`src/rtl/iop_pkg.sv`:
```
package iop_pkg;

  localparam int PC_W   = 12;
  localparam int DATA_W = 8;
  localparam int WORD_W = 16;

  typedef enum logic [3:0] {
    OP_ADD  = 4'h0,
    OP_CMP  = 4'h1,
    OP_LDI  = 4'h2,
    OP_SHF  = 4'h3,
    OP_XOR  = 4'h4,
    OP_RSVA = 4'h5,
    OP_INP  = 4'h6,
    OP_OUTP = 4'h7,
    OP_AND  = 4'h8,
    OP_OR   = 4'h9,
    OP_CALL = 4'hA,
    OP_RET  = 4'hB,
    OP_BRZ  = 4'hC,
    OP_BRNZ = 4'hD,
    OP_JUMP = 4'hE,
    OP_RSVB = 4'hF
  } op_e;

  typedef enum logic [1:0] {
    PH_FETCH  = 2'd0,
    PH_READ   = 2'd1,
    PH_EXEC   = 2'd2,
    PH_COMMIT = 2'd3
  } phase_e;

endpackage

```
`src/rtl/iop_seq.sv`:
```
module iop_seq
  import iop_pkg::*;
(
  input  logic   clk,
  input  logic   rst_n,
  output phase_e phase
);

  phase_e phase_q, phase_d;

  always_comb begin
    unique case (phase_q)
      PH_FETCH:  phase_d = PH_READ;
      PH_READ:   phase_d = PH_EXEC;
      PH_EXEC:   phase_d = PH_COMMIT;
      default:   phase_d = PH_FETCH;
    endcase
  end

  always_ff @(posedge clk or negedge rst_n) begin
    if (!rst_n) phase_q <= PH_FETCH;
    else        phase_q <= phase_d;
  end

  assign phase = phase_q;

  AST_PHASE_WRAP: assert property (@(posedge clk) disable iff (!rst_n)
    (phase_q == PH_COMMIT) |=> (phase_q == PH_FETCH));

endmodule

```
`src/rtl/iop_regfile.sv`:
```
module iop_regfile #(
  parameter int NUM_RW = 8,
  parameter int DW     = 8
) (
  input  logic          clk,
  input  logic          rst_n,
  input  logic [3:0]    rd_sel,
  output logic [DW-1:0] rd_data,
  input  logic          wr_en,
  input  logic [3:0]    wr_sel,
  input  logic [DW-1:0] wr_data
);

  localparam int IW = (NUM_RW > 1) ? $clog2(NUM_RW) : 1;

  logic [DW-1:0] store_q [NUM_RW];

  for (genvar g = 0; g < NUM_RW; g++) begin : g_reg
    logic hit;
    assign hit = wr_en && (wr_sel == 4'(g));
    always_ff @(posedge clk or negedge rst_n) begin
      if (!rst_n)   store_q[g] <= '0;
      else if (hit) store_q[g] <= wr_data;
    end
  end

  always_comb begin
    rd_data = '0;
    if (int'(rd_sel) < NUM_RW)  rd_data = store_q[rd_sel[IW-1:0]];
    else if (rd_sel == 4'h9)    rd_data = DW'(1);
    else if (rd_sel == 4'hF)    rd_data = '1;
  end

endmodule

```
`src/rtl/iop_alu.sv`:
```
module iop_alu
  import iop_pkg::*;
(
  input  op_e              op,
  input  logic [DATA_W-1:0] a,
  input  logic [DATA_W-1:0] imm,
  output logic [DATA_W-1:0] res,
  output logic              wr_reg,
  output logic              upd_z
);

  logic [DATA_W-1:0] shf;
  logic              go_right;
  logic [1:0]        kind;

  assign go_right = imm[7];
  assign kind     = imm[6:5];

  always_comb begin
    if (!go_right) begin
      if (kind == 2'b10) shf = {a[DATA_W-2:0], a[DATA_W-1]};
      else               shf = {a[DATA_W-2:0], 1'b0};
    end else begin
      unique case (kind)
        2'b01:   shf = {a[DATA_W-1], a[DATA_W-1:1]};
        2'b10:   shf = {a[0], a[DATA_W-1:1]};
        default: shf = {1'b0, a[DATA_W-1:1]};
      endcase
    end
  end

  always_comb begin
    res    = a;
    wr_reg = 1'b0;
    upd_z  = 1'b0;
    unique case (op)
      OP_ADD: begin res = a + imm; wr_reg = 1'b1; upd_z = 1'b1; end
      OP_CMP: begin res = a - imm; upd_z = 1'b1; end
      OP_LDI: begin res = imm;     wr_reg = 1'b1; end
      OP_SHF: begin res = shf;     wr_reg = 1'b1; upd_z = 1'b1; end
      OP_XOR: begin res = a ^ imm; wr_reg = 1'b1; upd_z = 1'b1; end
      OP_AND: begin res = a & imm; wr_reg = 1'b1; upd_z = 1'b1; end
      OP_OR:  begin res = a | imm; wr_reg = 1'b1; upd_z = 1'b1; end
      default: ;
    endcase
  end

endmodule

```
`src/rtl/iop_pcunit.sv`:
```
module iop_pcunit
  import iop_pkg::*;
#(
  parameter int STACK_DEPTH = 16
) (
  input  logic            clk,
  input  logic            rst_n,
  input  logic            commit,
  input  op_e             op,
  input  logic [PC_W-1:0] tgt,
  input  logic            zf,
  output logic [PC_W-1:0] pc
);

  logic [PC_W-1:0] pc_q, pc_d, pc_inc, ret_top;
  logic            push, pop;

  assign pc_inc = pc_q + PC_W'(1);
  assign push   = commit && (op == OP_CALL);
  assign pop    = commit && (op == OP_RET);

  always_comb begin
    unique case (op)
      OP_JUMP: pc_d = tgt;
      OP_CALL: pc_d = tgt;
      OP_RET:  pc_d = ret_top;
      OP_BRZ:  pc_d = zf  ? pc_q + tgt : pc_inc;
      OP_BRNZ: pc_d = !zf ? pc_q + tgt : pc_inc;
      default: pc_d = pc_inc;
    endcase
  end

  always_ff @(posedge clk or negedge rst_n) begin
    if (!rst_n)      pc_q <= '0;
    else if (commit) pc_q <= pc_d;
  end

  if (STACK_DEPTH <= 1) begin : g_single
    logic [PC_W-1:0] link_q;
    always_ff @(posedge clk) begin
      if (push) link_q <= pc_inc;
    end
    assign ret_top = link_q;
    logic unused_pop;
    assign unused_pop = pop;
  end else begin : g_deep
    localparam int SP_W = $clog2(STACK_DEPTH);
    logic [PC_W-1:0] mem_q [STACK_DEPTH];
    logic [SP_W-1:0] sp_q, sp_d, sp_dec;
    assign sp_dec = sp_q - SP_W'(1);
    always_comb begin
      sp_d = sp_q;
      if (push)     sp_d = sp_q + SP_W'(1);
      else if (pop) sp_d = sp_dec;
    end
    always_ff @(posedge clk or negedge rst_n) begin
      if (!rst_n) sp_q <= '0;
      else        sp_q <= sp_d;
    end
    always_ff @(posedge clk) begin
      if (push) mem_q[sp_q] <= pc_inc;
    end
    assign ret_top = mem_q[sp_dec];
  end

  assign pc = pc_q;

  AST_PC_HOLD: assert property (@(posedge clk) disable iff (!rst_n)
    !commit |=> $stable(pc_q));
  AST_JUMP_ABS: assert property (@(posedge clk) disable iff (!rst_n)
    (commit && op == OP_JUMP) |=> (pc_q == $past(tgt)));
  AST_RSV_NEXT: assert property (@(posedge clk) disable iff (!rst_n)
    (commit && (op == OP_RSVA || op == OP_RSVB)) |=> (pc_q == $past(pc_q) + PC_W'(1)));

endmodule

```
`src/rtl/iop_core.sv`:
```
module iop_core
  import iop_pkg::*;
#(
  parameter int                      PROG_WORDS  = 64,
  parameter logic [16*PROG_WORDS-1:0] PROG_IMAGE = '0,
  parameter int                      STACK_DEPTH = 16,
  parameter int                      NUM_RW      = 8
) (
  input  logic       clk,
  input  logic       rst_n,
  output logic [7:0] io_addr,
  output logic [7:0] io_wdata,
  input  logic [7:0] io_rdata,
  output logic       io_rd,
  output logic       io_wr
);

  localparam logic [WORD_W-1:0] FILL_WORD = 16'hF000;

  // reset: asynchronous assertion, synchronous release
  logic rst_meta_q, rst_sync_q;
  always_ff @(posedge clk or negedge rst_n) begin
    if (!rst_n) begin
      rst_meta_q <= 1'b0;
      rst_sync_q <= 1'b0;
    end else begin
      rst_meta_q <= 1'b1;
      rst_sync_q <= rst_meta_q;
    end
  end

  phase_e            phase;
  logic [PC_W-1:0]   pc;
  logic [WORD_W-1:0] ir_q, ir_d, rom_word;
  logic [DATA_W-1:0] opnd_q, opnd_d, res_q, res_d, rf_rd, alu_res, wb_data;
  logic              zf_q, zf_d;
  logic              ir_en, opnd_en, res_en, commit;
  logic              alu_wr, alu_upd, rf_we, is_inp, is_outp;
  op_e               op;

  iop_seq u_seq (.clk(clk), .rst_n(rst_sync_q), .phase(phase));

  always_comb begin
    rom_word = FILL_WORD;
    if (int'(pc) < PROG_WORDS) rom_word = PROG_IMAGE[16*int'(pc) +: 16];
  end

  assign ir_en   = (phase == PH_FETCH);
  assign opnd_en = (phase == PH_READ);
  assign res_en  = (phase == PH_EXEC);
  assign commit  = (phase == PH_COMMIT);

  assign op      = op_e'(ir_q[15:12]);
  assign is_inp  = (op == OP_INP);
  assign is_outp = (op == OP_OUTP);

  assign ir_d   = ir_en   ? rom_word : ir_q;
  assign opnd_d = opnd_en ? rf_rd    : opnd_q;
  assign res_d  = res_en  ? alu_res  : res_q;

  always_ff @(posedge clk or negedge rst_sync_q) begin
    if (!rst_sync_q) begin
      ir_q   <= '0;
      opnd_q <= '0;
      res_q  <= '0;
      zf_q   <= 1'b0;
    end else begin
      ir_q   <= ir_d;
      opnd_q <= opnd_d;
      res_q  <= res_d;
      zf_q   <= zf_d;
    end
  end

  iop_alu u_alu (
    .op(op), .a(opnd_q), .imm(ir_q[7:0]),
    .res(alu_res), .wr_reg(alu_wr), .upd_z(alu_upd)
  );

  always_comb begin
    zf_d = zf_q;
    if (commit && is_inp)       zf_d = (io_rdata == '0);
    else if (commit && alu_upd) zf_d = (res_q == '0);
  end

  assign rf_we   = commit && (alu_wr || is_inp);
  assign wb_data = is_inp ? io_rdata : res_q;

  iop_regfile #(.NUM_RW(NUM_RW), .DW(DATA_W)) u_rf (
    .clk(clk), .rst_n(rst_sync_q),
    .rd_sel(ir_q[11:8]), .rd_data(rf_rd),
    .wr_en(rf_we), .wr_sel(ir_q[11:8]), .wr_data(wb_data)
  );

  iop_pcunit #(.STACK_DEPTH(STACK_DEPTH)) u_pc (
    .clk(clk), .rst_n(rst_sync_q), .commit(commit), .op(op),
    .tgt(ir_q[11:0]), .zf(zf_q), .pc(pc)
  );

  assign io_addr  = ir_q[7:0];
  assign io_wdata = opnd_q;
  assign io_rd    = is_inp  && (phase == PH_EXEC || phase == PH_COMMIT);
  assign io_wr    = is_outp && (phase == PH_EXEC || phase == PH_COMMIT);

  AST_STROBE_EXCL: assert property (@(posedge clk) disable iff (!rst_sync_q)
    !(io_rd && io_wr));
  AST_WR_TWO: assert property (@(posedge clk) disable iff (!rst_sync_q)
    $rose(io_wr) |=> io_wr);
  AST_WR_END: assert property (@(posedge clk) disable iff (!rst_sync_q)
    (io_wr && $past(io_wr)) |=> !io_wr);
  AST_RD_ADDR_HOLD: assert property (@(posedge clk) disable iff (!rst_sync_q)
    (io_rd && $past(io_rd)) |-> $stable(io_addr));
  AST_WR_DATA_HOLD: assert property (@(posedge clk) disable iff (!rst_sync_q)
    (io_wr && $past(io_wr)) |-> $stable(io_wdata));

endmodule

```
`config.mk`:
```
export PLATFORM = sky130hd
export DESIGN_NAME = iop_core
export DESIGN_NICKNAME = d
export VERILOG_FILES = /design/src/rtl/iop_pkg.sv /design/src/rtl/iop_seq.sv /design/src/rtl/iop_regfile.sv /design/src/rtl/iop_alu.sv /design/src/rtl/iop_pcunit.sv /design/src/rtl/iop_core.sv
export SDC_FILE = /design/constraint.sdc
export NUM_CORES = 1
export LEC_CHECK = 0
export ABC_AREA = 0
export BUFFER_PORTS_ARGS = -buffer_cell sky130_fd_sc_hd__buf_2
export CAP_MARGIN = 40
export CORE_ASPECT_RATIO = 0.5
export CORE_MARGIN = 2
export CORE_UTILIZATION = 40
export CTS_BUF_LIST = sky130_fd_sc_hd__clkbuf_16
export DETAILED_ROUTE_END_ITERATION = 7
export GPL_TIMING_DRIVEN = 0
export SETUP_SLACK_MARGIN = 0.15
export SLEW_MARGIN = 20
export SYNTH_ARGS = -nofsm -noshare
export SYNTH_HDL_FRONTEND = slang
export SYNTH_HIERARCHICAL = 1
export SYNTH_SLANG_ARGS = --single-unit
export TNS_END_PERCENT = 30
```
`constraint.sdc`:
```
create_clock -name clk -period 4.2 [get_ports clk]
set_input_delay 1.26 -clock clk [delete_from_list [all_inputs] [get_ports clk]]
set_output_delay 1.26 -clock clk [all_outputs]
set_load 0.1 [all_outputs]
```
==> results.md <==
- Status: complete, no violations
- Global-route usage over all layers: 17.81%
- P&R area growth vs syn: 16.11%
- DP Area: 15850 um^2
- CP Data Required Time: 4.64 ns
- TritonCTS clock tree: done
- CP startpoint kind: flop
- Vias: 8989
- Library cells used by synthesis: 79
- Crit path cell chain: buf_2 -> buf_4 -> clkbuf_4 -> inv_1 -> ha_1 -> buf_2 -> buf_2 -> mux4_2 -> a211oi_1 -> a211oi_1 -> o32a_1
- Synth Cell Area: 14640 um^2
- Final setup violation count: 0
- Ys flop type: edfxtp_1
- Met2 wire length: 15950 um
- Fillers: 3137
- Post-synth EDFFs: 192
- Syn Area/Cell: 14.33 um^2
- First-pass iteration count of the detailed router: 5
- Die Wd: 274.5 um
- Ant. Diodes: 0
- Final Critical Period: 3.887 ns
- CP Class: flop to flop
- Wire length on met3: 1433 um
- Routability Congestion: 0.8678
- Top Family by Delay on Critical Path: buffers and inverters
- Register clock-pin slew on the reported worst setup and hold paths: 0.07 ns
- Die height: 139.3 um
- Antenna violations before repair: 0
- Initial Utilization: 40.67%
- Slew Limit Fails: 0
- GRT Residual Overflow: 0
- First-pass GRT wire length: 52750 um
- Top Metal Used: met4
- Largest net degree at the start of global routing: 61
- Met1 wire length: 15120 um
- Most frequent cells in the layout: edfxtp_1, conb_1, dfrtp_1
- Design Area, Final: 16990 um^2
- Dpl ws: -0.2683 ns
- CTS Buf Count: 27
- Max-Cap Viols: 0
- Period Utilization, post-route: 92.55%
- Insertion delay to the later sink of the worst-skew pair: 0.57 ns
- Layout cells sized above 1: 25.54%
- Average wire per standard cell: 19.57 um
- Slowest CP cell: a211oi_1
- Placed cells: 1622
- Die area: 38230 um^2
- CTS sink cnt: 294
- Worst VDD drop: 0.0002873 V
- Sequential area share after synthesis: 56.84%
- Post-synthesis instance total: 1021
- Critical-path maximum fanout: 10
- H-tree Lvls: 1
- Synth warnings: 6
- Worst-Margin Slew: 0.8030 ns
- Hold Fails Final Rpt: 0
- Buf/Inv on CP: 6
- # IOs: 28
- Crit path DAT: 4.32 ns
- RSZ-0062 raised after global routing: no
- Final hold slack: 0.3397 ns
- Synth async-reset ratio: 34.69%
- Setup ws final: 0.3130 ns
- Vias in the first global route: 9180
- Clk root buf: clkbuf_16
- Leak pwr: 6.870 nW
- Commonest non-fill, non-tap cell in the layout: edfxtp_1
- Layout Skew: 0.01809 ns
- Total Wirelength: 33070 um
- Post-CTS Setup Repair Bufs: 0
- Fmax: 257.3 MHz
- Cell Rows: 49
- DP Wirelength: 22150 um
- Hold/Removal Path Class: flop to async pin
- Core area: 35990 um^2
- Final net count: 1244
- Synth Register Bits: 294
- Residual DRC: 0
- Largest stage delay, worst path: 0.46 ns
- Cts hold-fix bufs: 0
- Non-filler cells, final: 1690
- ANT nets after route: 0
- Drt via density: 5.319
- IO buf count: 9
- Largest buffer count on any clock path: 3
- Worst path most repeated cell: buf_2
- Pwr/cell area: 351.3 nW/um^2
- Crit. End Element: flop
- Iter 0 DRT Violations: 869
- Max_slew headroom: 46.08%
## metal layers
layer	vias to the layer above	GRT usage, %
met4	0	4.062
met3	44	2.899
met1	4594	24.41
li1	4163	-
met2	188	29.86
met5	-	0
## cell usage after synthesis, types with 4 or more instances
library cell / number / share of area, %
a221oi_1: 8 / 0.48
nand2b_1: 10 / 0.43
a21oi_1: 46 / 1.6
buf_2: 19 / 0.65
buf_6: 4 / 0.31
mux2_2: 76 / 5.8
a31oi_1: 10 / 0.43
nand3_1: 12 / 0.41
edfxtp_1: 192 / 39
xor2_1: 10 / 0.60
mux2i_1: 29 / 2.0
mux4_2: 53 / 8.2
o31a_1: 4 / 0.24
nor2_1: 60 / 1.5
ha_1: 47 / 4.0
o21ai_0: 29 / 0.99
a21o_1: 7 / 0.36
a221o_1: 9 / 0.62
inv_1: 30 / 0.77
mux2_4: 16 / 1.6
nand4_1: 6 / 0.26
clkbuf_1: 17 / 0.44
a211oi_1: 18 / 0.92
and3_1: 13 / 0.56
xnor2_1: 23 / 1.4
nor3_1: 13 / 0.44
o211ai_1: 7 / 0.36
dfrtp_1: 102 / 17
nor2b_1: 17 / 0.73
nand2_1: 40 / 1.0
buf_4: 14 / 0.72
o22ai_1: 8 / 0.34
## worst paths after layout
check / start / to / slack [ns] / cells past startpoint
max: u_pc/g_deep.sp_q[0] / u_pc/pc[8] / 0.31 / 11
min: rst_sync_q / u_pc/g_deep.sp_q[3] / 0.34 / 0
max reg2reg: u_pc/g_deep.sp_q[0] / u_pc/pc[8] / 0.31 / 11
min reg2reg: rst_sync_q / u_pc/g_deep.sp_q[3] / 0.34 / 0
max in group asynchronous: rst_sync_q / io_wdata[7] / 3.17 / 1
min in group clk: rst_meta_q / rst_sync_q / 0.35 / 0
## stage by stage
step                      util (%)  total power [W]  TNS, ns
final                        47.22         0.005969        0
after global routing         47.22         0.006202        0
after CTS                    46.65         0.006028        0
after detailed placement     44.04         0.003432   -1.612
after global placement       43.52         0.003423   -1.040
after floorplan                  -         0.003383        0
## report_power, final
group	leakage [nW]	internal [W]	switching, W
registers	3.37	0.00307	0.0000341
logic	3.03	0.0000982	0.000189
clock network	0.466	0.00149	0.00109
## worst register-to-register path, stage by stage, from the launching register on
cell and delay, ns:
dfrtp_1 0.38, buf_2 0.26, buf_4 0.30, clkbuf_4 0.33
inv_1 0.12, ha_1 0.38, buf_2 0.30, buf_2 0.36
mux4_2 0.36, a211oi_1 0.46, a211oi_1 0.13, o32a_1 0.38
## logic make-up (layout without fill, tap and decap cells)
group | count (synthesis) | after routing | synth area share (%)
DFF | 294 | 294 | 56.84
xor gates and xnor gates | 33 | 33 | 1.975
muxes | 177 | 177 | 18.17
buffers and inverters | 87 | 172 | 3.035
adders and majority gates | 49 | 49 | 4.292
and+or+nand+nor | 200 | 200 | 7.387
other | 2 | 102 | 0.05131
AOI/OAI and AO/OA | 179 | 179 | 8.259
## sequential cells by signal, indices dropped and copies added, names as in the netlist, 2 cells and up
register,count
io_wdata,8
u_seq/phase,2
u_pc/g_deep.sp_q,4
res_q,8
u_rf/store_q,64
u_pc/g_deep.mem_q,192
u_pc/pc,12
## area by class of cell
class	count	area [um^2]	area share, %
clock inverters	23	256.5	1.509
flip-flops and latches	294	8322	48.97
plain buffers	56	337.8	1.988
well taps	484	605.6	3.564
repair buffers	35	327.8	1.929
clock buffers	27	675.6	3.976
inverters	31	116.4	0.6848
multi-input cells	740	6351	37.38
## timing repair
action	in CTS	in global routing
resized for setup	5	1
cloned	0	0
hold endpoints to repair	0	0
setup endpoints to repair	12	8
Note: power is estimated with default switching activity, not from simulation.
